==> config.mk <==
export PLATFORM = sky130hd
export DESIGN_NAME = line_sync_counter
export DESIGN_NICKNAME = d
export VERILOG_FILES = /design/src/rtl/lsc_pkg.sv /design/src/rtl/lsc_prescaler.sv /design/src/rtl/lsc_sat_counter.sv /design/src/rtl/lsc_holding.sv /design/src/rtl/line_sync_counter.sv
export SDC_FILE = /design/constraint.sdc
export NUM_CORES = 1
export LEC_CHECK = 0
export BUFFER_PORTS_ARGS = -buffer_cell sky130_fd_sc_hd__buf_2
export CAP_MARGIN = 20
export CORE_MARGIN = 2
export CORE_UTILIZATION = 52
export DETAILED_ROUTE_END_ITERATION = 8
export GPL_TIMING_DRIVEN = 0
export PLACE_DENSITY = 0.75
export SYNTH_ARGS = -nofsm -noshare
export SYNTH_HDL_FRONTEND = slang
export SYNTH_SLANG_ARGS = --single-unit
==> constraint.sdc <==
create_clock -name clk -period 3.53 [get_ports clk]
set_input_delay 0 -clock clk [delete_from_list [all_inputs] [get_ports clk]]
set_output_delay 0 -clock clk [all_outputs]
set_load 0.01 [all_outputs]
==> src/rtl/lsc_pkg.sv <==
package lsc_pkg;
  localparam int unsigned LSC_CNT_W = 8;
  localparam int unsigned LSC_PRE_W = 2;
endpackage

==> src/rtl/lsc_prescaler.sv <==
module lsc_prescaler #(
  parameter int unsigned PRE_W = lsc_pkg::LSC_PRE_W
) (
  input  logic clk,
  input  logic rst_n,
  input  logic inc_i,
  input  logic clr_i,
  output logic carry_o
);
  localparam logic [PRE_W-1:0] PRE_TOP = {PRE_W{1'b1}};

  logic [PRE_W-1:0] pre_q;

  always_ff @(posedge clk) begin
    if (!rst_n)     pre_q <= '0;
    else if (clr_i) pre_q <= inc_i ? PRE_W'(1) : '0;
    else if (inc_i) pre_q <= pre_q + 1'b1;
  end

  assign carry_o = inc_i && !clr_i && (pre_q == PRE_TOP);

  // a pulse in the sync cycle opens the new frame with a phase of one
  p_new_frame_r5: assert property (@(posedge clk) disable iff (!rst_n)
    clr_i && inc_i |=> pre_q == PRE_W'(1));
  p_clear_r9: assert property (@(posedge clk) disable iff (!rst_n)
    clr_i && !inc_i |=> pre_q == '0);
  // an unqualified cycle leaves the prescaler phase unchanged
  p_hold_unqual_r2: assert property (@(posedge clk) disable iff (!rst_n)
    !inc_i && !clr_i |=> $stable(pre_q));
endmodule

==> src/rtl/lsc_sat_counter.sv <==
module lsc_sat_counter #(
  parameter int unsigned CNT_W = lsc_pkg::LSC_CNT_W
) (
  input  logic             clk,
  input  logic             rst_n,
  input  logic             step_i,
  input  logic             clr_i,
  output logic [CNT_W-1:0] cnt_o
);
  localparam logic [CNT_W-1:0] CNT_MAX = {CNT_W{1'b1}};

  logic [CNT_W-1:0] cnt_q;

  always_ff @(posedge clk) begin
    if (!rst_n)                         cnt_q <= '0;
    else if (clr_i)                     cnt_q <= '0;
    else if (step_i && cnt_q != CNT_MAX) cnt_q <= cnt_q + 1'b1;
  end

  assign cnt_o = cnt_q;

  p_no_wrap_r6: assert property (@(posedge clk) disable iff (!rst_n)
    cnt_q == CNT_MAX && !clr_i |=> cnt_q == CNT_MAX);
  p_clr_r3: assert property (@(posedge clk) disable iff (!rst_n)
    clr_i |=> cnt_q == '0);
endmodule

==> src/rtl/lsc_holding.sv <==
module lsc_holding #(
  parameter int unsigned CNT_W = lsc_pkg::LSC_CNT_W
) (
  input  logic             clk,
  input  logic             rst_n,
  input  logic             cap_i,
  input  logic             rd_i,
  input  logic [CNT_W-1:0] cnt_i,
  output logic [CNT_W-1:0] hold_o,
  output logic             fresh_o
);
  logic [CNT_W-1:0] hold_q;
  logic             fresh_q;

  always_ff @(posedge clk) begin
    if (!rst_n) begin
      hold_q  <= '0;
      fresh_q <= 1'b0;
    end else begin
      if (cap_i) hold_q <= cnt_i;
      if (cap_i)     fresh_q <= 1'b1;
      else if (rd_i) fresh_q <= 1'b0;
    end
  end

  assign hold_o  = hold_q;
  assign fresh_o = fresh_q;

  p_stable_r4: assert property (@(posedge clk) disable iff (!rst_n)
    !cap_i |=> $stable(hold_q));
  p_capture_r3: assert property (@(posedge clk) disable iff (!rst_n)
    cap_i |=> hold_q == $past(cnt_i));
  p_fresh_set_r8: assert property (@(posedge clk) disable iff (!rst_n)
    cap_i |=> fresh_q);
  p_fresh_clr_r8: assert property (@(posedge clk) disable iff (!rst_n)
    rd_i && !cap_i |=> !fresh_q);
endmodule

==> src/rtl/line_sync_counter.sv <==
module line_sync_counter #(
  parameter int unsigned CNT_W = lsc_pkg::LSC_CNT_W,
  parameter int unsigned PRE_W = lsc_pkg::LSC_PRE_W
) (
  input  logic             clk,
  input  logic             rst_n,
  input  logic             hs_strobe_i,
  input  logic             in_window_i,
  input  logic             vs_strobe_i,
  input  logic             rd_strobe_i,
  output logic [CNT_W-1:0] line_count_o,
  output logic             fresh_o
);
  logic             qual;
  logic             carry;
  logic [CNT_W-1:0] frame_cnt;

  assign qual = hs_strobe_i && in_window_i;

  lsc_prescaler #(.PRE_W(PRE_W)) u_pre (
    .clk     (clk),
    .rst_n   (rst_n),
    .inc_i   (qual),
    .clr_i   (vs_strobe_i),
    .carry_o (carry)
  );

  lsc_sat_counter #(.CNT_W(CNT_W)) u_cnt (
    .clk    (clk),
    .rst_n  (rst_n),
    .step_i (carry),
    .clr_i  (vs_strobe_i),
    .cnt_o  (frame_cnt)
  );

  lsc_holding #(.CNT_W(CNT_W)) u_hold (
    .clk     (clk),
    .rst_n   (rst_n),
    .cap_i   (vs_strobe_i),
    .rd_i    (rd_strobe_i),
    .cnt_i   (frame_cnt),
    .hold_o  (line_count_o),
    .fresh_o (fresh_o)
  );

  // a read alone never moves the reported value
  p_read_quiet_r7: assert property (@(posedge clk) disable iff (!rst_n)
    rd_strobe_i && !vs_strobe_i |=> $stable(line_count_o));
  // the checked-out state after reset is zero
  p_reset_r1: assert property (@(posedge clk)
    !rst_n |=> line_count_o == '0 && !fresh_o);
endmodule

Yosys cells after proc, flatten, opt, wreduce, memory -nomap -nowiden
Index checks and enable logic that the tools add are counted.
Widths: inputs -> output; s select.

storage, ports and cells
  logic and storage cells = 22
  flip-flop bits (word level) = 19
  bits of input ports = 6
  output and inout port bits = 9

operators by class
  bitwise logic cells = 1
  add/sub/neg operators = 2
  reduce and logical (&&, ||, !) cells = 8
  mux-type cells = 5
  eq/ne operators = 2

operators by type and width
  operator             number
  $add 8x1->8 const B  1
  $ne 8x8->1 const B   1
  $logic_and 1x1->1    4
  $mux 2               2
  $reduce_bool 2->1    2
  $mux 1               3
  $add 2x1->2 const B  1
  $eq 2x2->1 const B   1
  $reduce_or 2->1      1
  $logic_not 1->1      1
  $not 1->1            1

Longest topological paths before layout
Gate-level depths: netlist of run 1.

  depth after elaboration = 4
  gate-level depth with buffers = 5
  depth with buffers taken out = 5

By module
A second synthesis of run 1 with hierarchy kept.

unflattened totals
  cell total of the unflattened synthesis = 85
  area, all modules = 874.6 sq um

modules (own cells, without submodules)
  module             area an instance (sq um)  times used  cells an instance
  lsc_sat_counter    421.7                     1           46
  lsc_holding        335.3                     1           28
  lsc_prescaler      111.4                     1           10
  line_sync_counter  6.3                       1           1

Least setup slack after synthesis of run 1
No wires, ideal clock.

  path type = reg-to-reg
  from = register u_cnt.cnt_q[0] (netlist: u_cnt.cnt_o[0])
  to = register u_cnt.cnt_q[5] (netlist: u_cnt.cnt_o[5])
  period minus slack after synthesis = 1.403 ns
  arrival time = 1.278 ns
  stages on the path, launching flop included = 6
  data required time = 3.404 ns
  path slack = 2.127 ns
  cell sequence = dfxtp_1 -> ha_1 -> and2_4 -> a2111oi_4 -> xnor2_1 -> nor2_1

on the way
  cells in the longest elaborated chain, start to end = 2
  elaborated cells between the ends (all ways) = 3
  classes of those cells = 1 x add/sub; 1 x eq/ne; 1 x reduce/logical

RTL lines
  item                                                                 RTL line               source
  start: declaration                                                   lsc_sat_counter.sv:12  logic [CNT_W-1:0] cnt_q;
  start signal: assignment                                             lsc_sat_counter.sv:17  else if (step_i && cnt_q != CNT_MAX) cnt_q <= cnt_q + 1'b1;
  parallel branches: the longest is 2 deep, another holds $add 8x1->8  --

Parallel ways; which one is timed is not known.
A chain may end at the register's enable or synchronous reset.

Final worst setup path of run 1
Same ends and word-level chain as after synthesis.

==> results.cfg, run 1 <==
[synth]
synth.area.top_cells = dfxtp_1 (43%), mux2i_1 (10%), nor2b_1 (7.1%)
ys_types = 31
yosysSeqAreaShare_pct = 43.2
syn_nets = 95
yosysMostFrequentCell = dfxtp_1
syn-cell-area_um2 = 881
synth-seq-cells = 19
syn_area_per_cell_um2 = 10.1
synth_ff_type = dfxtp_1
synth.largest_area_cell = dfxtp_1
yosysTopAreaCellShare_pct = 43.2
synth_edf_count = 0
yosys_warnings = 0
syn_inst = 87
synthTopCellsByCount = dfxtp_1 (19), nor2b_1 (10), mux2i_1 (9), nand2_1 (6), nor2_1 (6)
async_flop_share_pct = 0

[setup_path]
critPathRequiredTime_ns = 3.70
cp-endpoint = u_cnt.cnt_o[5]$_SDFFE_PP0P_
setup.worst_path.end_class = flip-flop
r2r-end = u_cnt.cnt_o[5]$_SDFFE_PP0P_
crit_type = flip-flop to flip-flop
reg2regPathDepth = 5
path_max_fanout = 6
r2r-start = u_cnt.cnt_o[0]$_SDFFE_PP0P_
cp-start-kind = flip-flop
r2r_slack_ns = 1.99
worstPathArrival_ns = 1.71
crit_path_start = u_cnt.cnt_o[0]$_SDFFE_PP0P_

[sta]
clock_skew_ns = 0.00588
layout_min_cycle_time_ns = 1.54
slew_headroom_pct = 72.1
clock.fmax_mhz = 649
fin_crit_sh_pct = 43.7
fin_tns_setup_ns = 0
tightest_slew_ns = 0.419
setup_viol = 0
slew_viol_final = 0
hold_viol_final = 0
setup_slack_ns = 1.99
rsz0062_at_grt = no

[detailed_routing]
routed_wl_mm = 1.50
antenna_left = 0
drc_errors = 0
drtIter0Drc = 16
first_pass_iters = 4
num_vias = 670
viasPerCell = 5.49
wl_per_cell_um = 12.3

[die]
ioPinCount = 15
coreArea_um2 = 1540
die_width_um = 45.2
die_y_um = 45.2
initial_core_util_pct = 57.1
die-area_um2 = 2040
rows = 14

[finish]
final_nets = 115
layout-drive-gt1-share_pct = 23.6
fin_cells = 122
n_fill_cell = 130
stdcell_area_um2 = 1010
antenna_cells = 0
final_core_util_pct = 65.4
syn_to_final_growth_pct = 14.5

[clock_network]
clkLatencyLatePin_ns = 0.29
clkSinkCount = 19
clockBufferDepth = 2
post_cts_buffers = 0
htree_levels = 1
cts_root_buf = clkbuf_4
path_clk_slew_ns = 0.11
cts_resized = 0
cts_inserted_buffers = 3
cts_tree = done

[place]
gp_congestion = 0.752
dp.cells = 117
port_buffers = 14
dpl.hpwl_mm = 1.12
place_area_um2 = 971
dp_slack_ns = 2.02

[grt]
grt_use_total_pct = 18.0
antenna_found_initial = 0
grt_start_max_net_pins = 12
grt_pass1_vias = 651
grtUsageMet1_pct = 24.3
use_met2_pct = 28.3
grt.busiest_layer = met2
grt_pass1_wl_mm = 2.70
use_met3_pct = 3.60
overflow = 0

[run_status]
outcome = finished clean

[min_path]
hold_path_class = input port to flip-flop

[run]
cap_violations = 0

[power_and_ir_drop]
p_leak_nw = 0.430
peakVddDrop_mv = 0.233
cellPowerDensity_nw_per_um2 = 341
==> cell type report <==
class / instances / area, um^2 / share of cell area (%)
buffer: 4 / 23.8 / 2.36
clock buffer: 3 / 22.5 / 2.23
clock inverter: 1 / 5.00 / 0.496
multi-input combinational: 64 / 477 / 47.3
sequential: 19 / 380 / 37.7
tap: 16 / 20.0 / 1.99
timing repair buffer: 15 / 80.1 / 7.94
==> metal layers <==
layer	part of all wire (%)	routed length (um)
met1	52	779
met2	44	662
met4	0.60	9
met3	3.4	51
met5	0	0
==> layout by cell type, fill, tap and decap left out, drive strengths merged, types with 2 or more instances in the layout <==
cell	Yosys	final
dfxtp	19	19
buf	2	16
nor2b	10	10
mux2i	9	9
nor2	6	6
nand2	6	6
clkbuf	2	5
nand3	4	4
xnor2	3	3
nor3	3	3
a211oi	2	2
a21oi	2	2
a31oi	2	2
ha	2	2
and4	2	2
and2	2	2
==> state kept, by name, indices dropped and copies added (netlist names) <==
name	count
u_hold.hold_o	8
u_pre.pre_q	2
u_hold.fresh_o	1
u_cnt.cnt_o	8
==> where the power goes <==
| part | total [mW] | switching [mW] | internal, mW |
|---|---|---|---|
| registers | 0.217 | 0.000700 | 0.216 |
| clock network | 0.106 | 0.0642 | 0.0421 |
| logic | 0.0207 | 0.0103 | 0.0104 |
==> kinds of logic after synthesis <==
kind of cell	count (synthesis)	share of synthesized area [%]
AND/OR/NAND/NOR	39	27.4
flip-flops	19	43.2
AO/OA/AOI/OAI	10	9.66
multiplexers	9	10.2
adder cells (fa/ha/maj)	2	2.84
buffers and inverters	4	2.70
XOR/XNOR	4	3.98
==> worst min-delay path by stage <==
stage | slack [ns] | endpoint | depth (start not counted) | from
after floorplan | 0.15 | u_pre.pre_q[1]$_SDFFE_PN0P_ | 2 | in_window_i
after global placement | 0.30 | u_pre.pre_q[1]$_SDFFE_PN0P_ | 3 | in_window_i
after detailed placement | 0.31 | u_pre.pre_q[1]$_SDFFE_PN0P_ | 3 | in_window_i
after CTS | 0.006 | u_hold.fresh_o$_SDFFE_PN0P_ | 3 | rd_strobe_i
after global routing | 0.01 | u_pre.pre_q[1]$_SDFFE_PN0P_ | 3 | hs_strobe_i
final | 0.01 | u_pre.pre_q[1]$_SDFFE_PN0P_ | 3 | hs_strobe_i
==> critical path: stages (launching register included) <==
cell and delay (ns):
dfxtp_1 0.37, ha_1 0.28, and2_4 0.19, a2111oi_4 0.35, xnor2_1 0.17, nor2_1 0.06
==> stage by stage <==
| step | hold WS [ns] | total power [mW] |
|---|---|---|
| 2_1_floorplan | 0.147 | 0.234 |
| 3_3_place_gp | 0.305 | 0.241 |
| 3_5_place_dp | 0.310 | 0.242 |
| 4_1_cts | 0.00588 | 0.350 |
| 5_1_grt | 0.0146 | 0.362 |
| 6_report | 0.0132 | 0.344 |
==> repair_timing <==
action / CTS / global route
endpoints found under the hold margin: 1 / 0
hold buffers: 1 / 0
setup endpoints to repair: 0 / 0
Power figures use the tool's default switching activity.
==> run 2, diff against run 1 <==
--- a/config.mk
+++ b/config.mk
@@ -5,13 +5,14 @@
 export SDC_FILE = /design/constraint.sdc
 export NUM_CORES = 1
 export LEC_CHECK = 0
+export ABC_AREA = 1
 export BUFFER_PORTS_ARGS = -buffer_cell sky130_fd_sc_hd__buf_2
 export CAP_MARGIN = 20
 export CORE_MARGIN = 2
-export CORE_UTILIZATION = 52
+export CORE_UTILIZATION = 48
 export DETAILED_ROUTE_END_ITERATION = 8
 export GPL_TIMING_DRIVEN = 0
-export PLACE_DENSITY = 0.75
+export PLACE_DENSITY = 0.72
 export SYNTH_ARGS = -nofsm -noshare
 export SYNTH_HDL_FRONTEND = slang
 export SYNTH_SLANG_ARGS = --single-unit
==> constraint.sdc (replaced) <==
create_clock -name clk -period 1.4 [get_ports clk]
set_input_delay 0 -clock clk [delete_from_list [all_inputs] [get_ports clk]]
set_output_delay 0 -clock clk [all_outputs]
set_load 0.01 [all_outputs]
==> run 2 against run 1 <==
Routed wire length increased by 23%. Clock skew down 0.0030 ns. Final cell count is 40% higher. Sequential share of layout area down 2.0 points. Register-to-register slack got worse by 1.8 ns. Critical path depth grew 3. Die area up 11%. Via count is 25% higher. Critical path type unchanged. Clock power rose to 2.6 times the previous value. Sequential power grew to 2.6 times the previous value. Flip-flop and latch count did not move. Combinational power grew to 4.0 times the previous value.
==> results.cfg, run 2 <==
[grt]
grt_start_max_net_pins = 12
grt_pass1_wl_mm = 3.13
grt_pass1_vias = 733
antenna_found_initial = 0
grt_use_total_pct = 20.2
overflow = 0

[clock_network]
clkLatencyLatePin_ns = 0.30
cts_root_buf = clkbuf_4
clkSinkCount = 19
post_cts_buffers = 0
cts_inserted_buffers = 3
clockBufferDepth = 2
cts_tree = done
path_clk_slew_ns = 0.10
htree_levels = 1

[detailed_routing]
dr.max_layer_used = met4
drtIter0Drc = 7
met2_length_um = 854
wl_met3_um = 72
num_vias = 837
routed_wl_mm = 1.85
viasPerCell = 4.89
drc_errors = 0
wl_per_cell_um = 10.8
first_pass_iters = 4
wl_met1_um = 876
antenna_left = 0

[synth]
syn_nets = 133
yosys_warnings = 0
synth.area.top_cells = dfxtp_1 (42%), nand2_1 (10%), nor2_1 (9.5%)
syn_inst = 125
yosysSeqAreaShare_pct = 41.8
yosysTopAreaCellShare_pct = 41.8
syn_area_per_cell_um2 = 7.28
synth_edf_count = 0
synthTopCellsByCount = nand2_1 (25), nor2_1 (23), dfxtp_1 (19), inv_1 (12), o21ai_0 (11)
async_flop_share_pct = 0
synth.largest_area_cell = dfxtp_1
syn-cell-area_um2 = 910
yosysMostFrequentCell = nand2_1
synth-seq-cells = 19
synth_ff_type = dfxtp_1
ys_types = 20

[sta]
slew_viol_final = 0
tightest_slew_ns = 0.378
rsz0062_at_grt = no
fin_tns_setup_ns = 0
whs_ns = 0.0844
clock_skew_ns = 0.00289
clock.fmax_mhz = 811
slew_headroom_pct = 74.8
layout_min_cycle_time_ns = 1.23
setup_slack_ns = 0.167
hold_viol_final = 0
setup_viol = 0
fin_crit_sh_pct = 88.1

[power_and_ir_drop]
p_leak_nw = 0.502
cellPowerDensity_nw_per_um2 = 865
peakVddDrop_mv = 0.621

[place]
dp_slack_ns = 0.123
port_buffers = 14
gp_congestion = 0.825
dp.cells = 164
dpl.hpwl_mm = 1.43

[finish]
fin_cells = 171
final_core_util_pct = 61.3
antenna_cells = 0
syn_to_final_growth_pct = 17.6
final_common_cell = nand2_1
n_fill_cell = 177
final_cell_mix = nand2_1 (25), nor2_1 (23), dfxtp_1 (18)
layout-drive-gt1-share_pct = 21.9
final_nets = 155

[setup_path]
slowest_delay_ns = 0.39
crit_type = flip-flop to flip-flop
worstPathArrival_ns = 1.44
setup.worst_path.end_class = flip-flop
path_max_fanout = 7
critPathRequiredTime_ns = 1.61
cpLargestDelayFamily = simple AND/OR/NAND/NOR gates
cp-start-kind = flip-flop
cp_num_buf_inv = 1
cp_slowest_cell = dfxtp_2
cp_cell_sequence = ha_1 -> inv_1 -> nor2_4 -> nand2_4 -> nand2_4 -> nand2_1 -> nand2_1 -> nor2_1

[min_path]
hold_path_class = input port to flip-flop

[run]
cap_violations = 0

[run_status]
outcome = finished clean

[die]
die-area_um2 = 2260
coreArea_um2 = 1750
rows = 15
initial_core_util_pct = 52.1
ioPinCount = 15
die_y_um = 47.5
die_width_um = 47.5
-- run 2: cell types whose count changed after synthesis, moves of 3 or more --
cell / before / now
nand2_1: 6 / 25
o21ai_0: 0 / 11
inv_1: 0 / 12
a21oi_1: 2 / 9
nor2_1: 6 / 23
nand3_1: 3 / 7
nor2b_1: 10 / 0
mux2i_1: 9 / 0
xnor2_1: 3 / 0
-- run 2: kinds of logic (layout without fill, tap and decap cells) --
| family | after synthesis | in the layout | synth area share [%] |
|---|---|---|---|
| AND/OR/NAND/NOR | 65 | 65 | 34.1 |
| AO/OA/AOI/OAI | 23 | 23 | 14.0 |
| buffers and inverters | 15 | 36 | 6.33 |
| XOR/XNOR | 1 | 1 | 0.963 |
| flip-flops | 19 | 19 | 41.8 |
| adder cells (fa/ha/maj) | 2 | 2 | 2.75 |
-- run 2: cell type report --
| class | instances | area (um^2) | area share (%) |
|---|---|---|---|
| multi-input cells | 91 | 472 | 44.1 |
| flip-flops and latches | 19 | 382 | 35.7 |
| repair buffers | 17 | 100 | 9.36 |
| inverters | 14 | 52.6 | 4.91 |
| well taps | 25 | 31.3 | 2.92 |
| clock buffers | 3 | 22.5 | 2.11 |
| clock inverters | 1 | 5.00 | 0.468 |
| plain buffers | 1 | 5.00 | 0.468 |
-- run 2: metrics by stage --
stage / total power, mW / cell area (um^2)
after floorplan: 0.617 / 910
after global placement: 0.647 / 1010
after detailed placement: 0.651 / 1010
after CTS: 0.941 / 1070
after global routing: 0.957 / 1070
final: 0.925 / 1070
-- run 2: where the power goes --
group | total, mW | leakage (nW) | switching, mW | internal (mW)
Combinational | 0.0820 | 0.329 | 0.0474 | 0.0346
Sequential | 0.563 | 0.156 | 0.00711 | 0.556
Clock | 0.280 | 0.0177 | 0.173 | 0.107
-- run 2: worst register-to-register path: stages (launching register included) --
cell and delay [ns]:
dfxtp_2 0.39, ha_1 0.18, inv_1 0.08, nor2_4 0.15, nand2_4 0.09, nand2_4 0.10, nand2_1 0.06, nand2_1 0.06
nor2_1 0.04
-- run 2: final timing paths --
path	to	slack, ns	cells after the start	from
max	u_cnt.cnt_o[0]$_SDFFE_PP0P_	0.17	8	u_cnt.cnt_o[1]$_SDFFE_PP0P_
min	u_hold.hold_o[5]$_SDFFE_PN0P_	0.08	3	vs_strobe_i
max reg2reg	u_cnt.cnt_o[0]$_SDFFE_PP0P_	0.17	8	u_cnt.cnt_o[1]$_SDFFE_PP0P_
min reg2reg	u_cnt.cnt_o[1]$_SDFFE_PP0P_	0.51	2	u_cnt.cnt_o[1]$_SDFFE_PP0P_
-- run 2: timing repair --
action,4_1_cts,5_1_grt
hold buffers,3,0
setup endpoints to repair,0,6
resized for setup,0,1
endpoints found under the hold margin,4,0
-- run 2: routing by layer --
| metal | up-vias | GRT usage (%) |
|---|---|---|
| met5 | - | 0 |
| met4 | 0 | 9.73 |
| met3 | 5 | 4.53 |
| met2 | 14 | 32.7 |
| met1 | 377 | 25.5 |
| li1 | 441 | - |
==> run 3, diff against run 2 <==
--- a/config.mk
+++ b/config.mk
@@ -5,14 +5,13 @@
 export SDC_FILE = /design/constraint.sdc
 export NUM_CORES = 1
 export LEC_CHECK = 0
-export ABC_AREA = 1
 export BUFFER_PORTS_ARGS = -buffer_cell sky130_fd_sc_hd__buf_2
 export CAP_MARGIN = 20
 export CORE_MARGIN = 2
 export CORE_UTILIZATION = 48
 export DETAILED_ROUTE_END_ITERATION = 8
 export GPL_TIMING_DRIVEN = 0
-export PLACE_DENSITY = 0.72
+export PLACE_DENSITY = 0.73
 export SYNTH_ARGS = -nofsm -noshare
 export SYNTH_HDL_FRONTEND = slang
 export SYNTH_SLANG_ARGS = --single-unit
==> run 3 against run 2 <==
Final cell count shrank 22%. Clock power is 1% lower. Utilization is 2.6 points higher. Global-route usage is 2.7 points lower. Largest power group unchanged.
==> results.cfg, run 3 (synthesis gave the netlist of run 1 again) <==
[finish]
n_fill_cell = 145
regArea_um2 = 390
stdcell_area_um2 = 1100
layout-drive-gt1-share_pct = 34.3
antenna_cells = 0
final_cell_mix = buf_2 (15), dfxtp_1 (15), nor2b_1 (10)
final_nets = 117
syn_to_final_growth_pct = 25.1
multi_input_area_um2 = 533

[clock_network]
cts_root_buf = clkbuf_4
clkLatencyLatePin_ns = 0.29
cts_inserted_buffers = 3
path_clk_slew_ns = 0.11
cts_tree = done
clkSinkCount = 19
htree_levels = 1
clockBufferDepth = 2

[detailed_routing]
viasPerCell = 5.08
antenna_left = 0
drtIter0Drc = 8
wl_per_cell_um = 12.8
routed_wl_mm = 1.70
num_vias = 675
first_pass_iters = 4
drc_errors = 0

[setup_path]
crit_type = flip-flop to flip-flop
cp-endpoint = u_cnt.cnt_o[5]$_SDFFE_PP0P_
r2r-start = u_cnt.cnt_o[1]$_SDFFE_PP0P_
cp_cell_sequence = ha_4 -> and2_4 -> a2111oi_4 -> xnor2_1 -> nor2_1
cp_slowest_cell = dfxtp_4
setup.worst_path.end_class = flip-flop
r2r_slack_ns = 0.07
path_max_fanout = 6
reg2regPathDepth = 5
cp-start-kind = flip-flop
critPathRequiredTime_ns = 1.58
worstPathArrival_ns = 1.51
r2r-end = u_cnt.cnt_o[5]$_SDFFE_PP0P_
slowest_delay_ns = 0.38
crit_path_start = u_cnt.cnt_o[1]$_SDFFE_PP0P_

[sta]
tightest_slew_ns = 0.420
layout_min_cycle_time_ns = 1.33
fin_crit_sh_pct = 94.9
slew_viol_final = 0
clock.fmax_mhz = 752
setup_viol = 0
slew_headroom_pct = 72.0
hold_viol_final = 0
setup_slack_ns = 0.0709
clock_skew_ns = 0.00141

[run_status]
outcome = finished clean

[power_and_ir_drop]
cellPowerDensity_nw_per_um2 = 792
p_leak_nw = 0.425
peakVddDrop_mv = 0.573

[place]
place_area_um2 = 985
gp_congestion = 0.749
port_buffers = 14
dpl.hpwl_mm = 1.17
dp_slack_ns = -0.0381

[run]
cap_violations = 0

[die]
coreArea_um2 = 1730
rows = 15
initial_core_util_pct = 51.0
die_y_um = 46.8
die_width_um = 46.8
die-area_um2 = 2190
ioPinCount = 15

[grt]
antenna_found_initial = 0
overflow = 0
grt_start_max_net_pins = 11
grt_pass1_vias = 631
grt_pass1_wl_mm = 2.70
grt_use_total_pct = 17.5

[min_path]
hold_path_depth = 3
hold_path_class = input port to flip-flop
[run 3: cell types whose count changed in the layout (fill, tap and decap cells not counted), sizes merged, moves of 7 or more]
cell	change
mux2i	+9
inv	-14
o21ai	-11
a21oi	-7
nand2	-23
nor2b	+10
nor2	-21
[run 3: what timing repair did]
action | in CTS | in global routing
hold endpoints to repair | 2 | 0
pin swaps | 1 | 5
gates resized for setup | 5 | 11
setup endpoints to repair | 4 | 4
hold buffers | 2 | 0
cloned | 0 | 0
setup buffers | 0 | 1
[run 3: layer usage]
layer  vias to the layer above  global-route usage [%]  part of all wire, %
li1                        350                       -                    -
met1                       311                    23.1                   49
met2                        12                    27.1                   47
met3                         2                    2.31                  2.4
met4                         0                    10.6                  1.1
met5                         -                       0                    0
[run 3: report_power, final]
part / internal, mW / switching [mW] / total (mW)
sequential: 0.541 / 0.00170 / 0.542
combinational: 0.0281 / 0.0267 / 0.0548
clock: 0.111 / 0.165 / 0.276
total: 0.679 / 0.194 / 0.873
[run 3: through the flow]
stage               utilization [%]  std cells  setup TNS, ns  power, mW  hold WS (ns)
global route                   63.8        133      -0.000368      0.904        0.0306
finish                         63.8        133              0      0.873       0.00857
floorplan                         -         87              0      0.590         0.147
global placement               57.0        126        -0.0147      0.608         0.302
detailed placement             57.0        126        -0.0794      0.609         0.312
CTS                            60.8        132              0      0.884       0.00343
[run 3: how the worst min path moves through the flow]
stage | start | endpoint | slack, ns
5_1_grt | hs_strobe_i | u_pre.pre_q[1]$_SDFFE_PN0P_ | 0.03
4_1_cts | hs_strobe_i | u_pre.pre_q[1]$_SDFFE_PN0P_ | 0.003
3_5_place_dp | in_window_i | u_pre.pre_q[1]$_SDFFE_PN0P_ | 0.31
6_report | hs_strobe_i | u_pre.pre_q[1]$_SDFFE_PN0P_ | 0.009
2_1_floorplan | in_window_i | u_pre.pre_q[1]$_SDFFE_PN0P_ | 0.15
3_3_place_gp | in_window_i | u_pre.pre_q[1]$_SDFFE_PN0P_ | 0.30
[run 3: cell type report]
class	count	area share [%]
multi-input cells	64	48.4
flip-flops and latches	19	35.4
repair buffers	17	8.85
well taps	25	2.84
clock buffers	4	2.38
plain buffers	4	2.16
[run 3: worst max-delay path, delay by kind of cell (launching register included)]
kind                       cells  cell delay [ns]
and+or+nand+nor                2             0.22
adders and majority gates      1             0.18
DFF                            1             0.38
xor gates and xnor gates       1             0.15
AOI/OAI and AO/OA              1             0.29
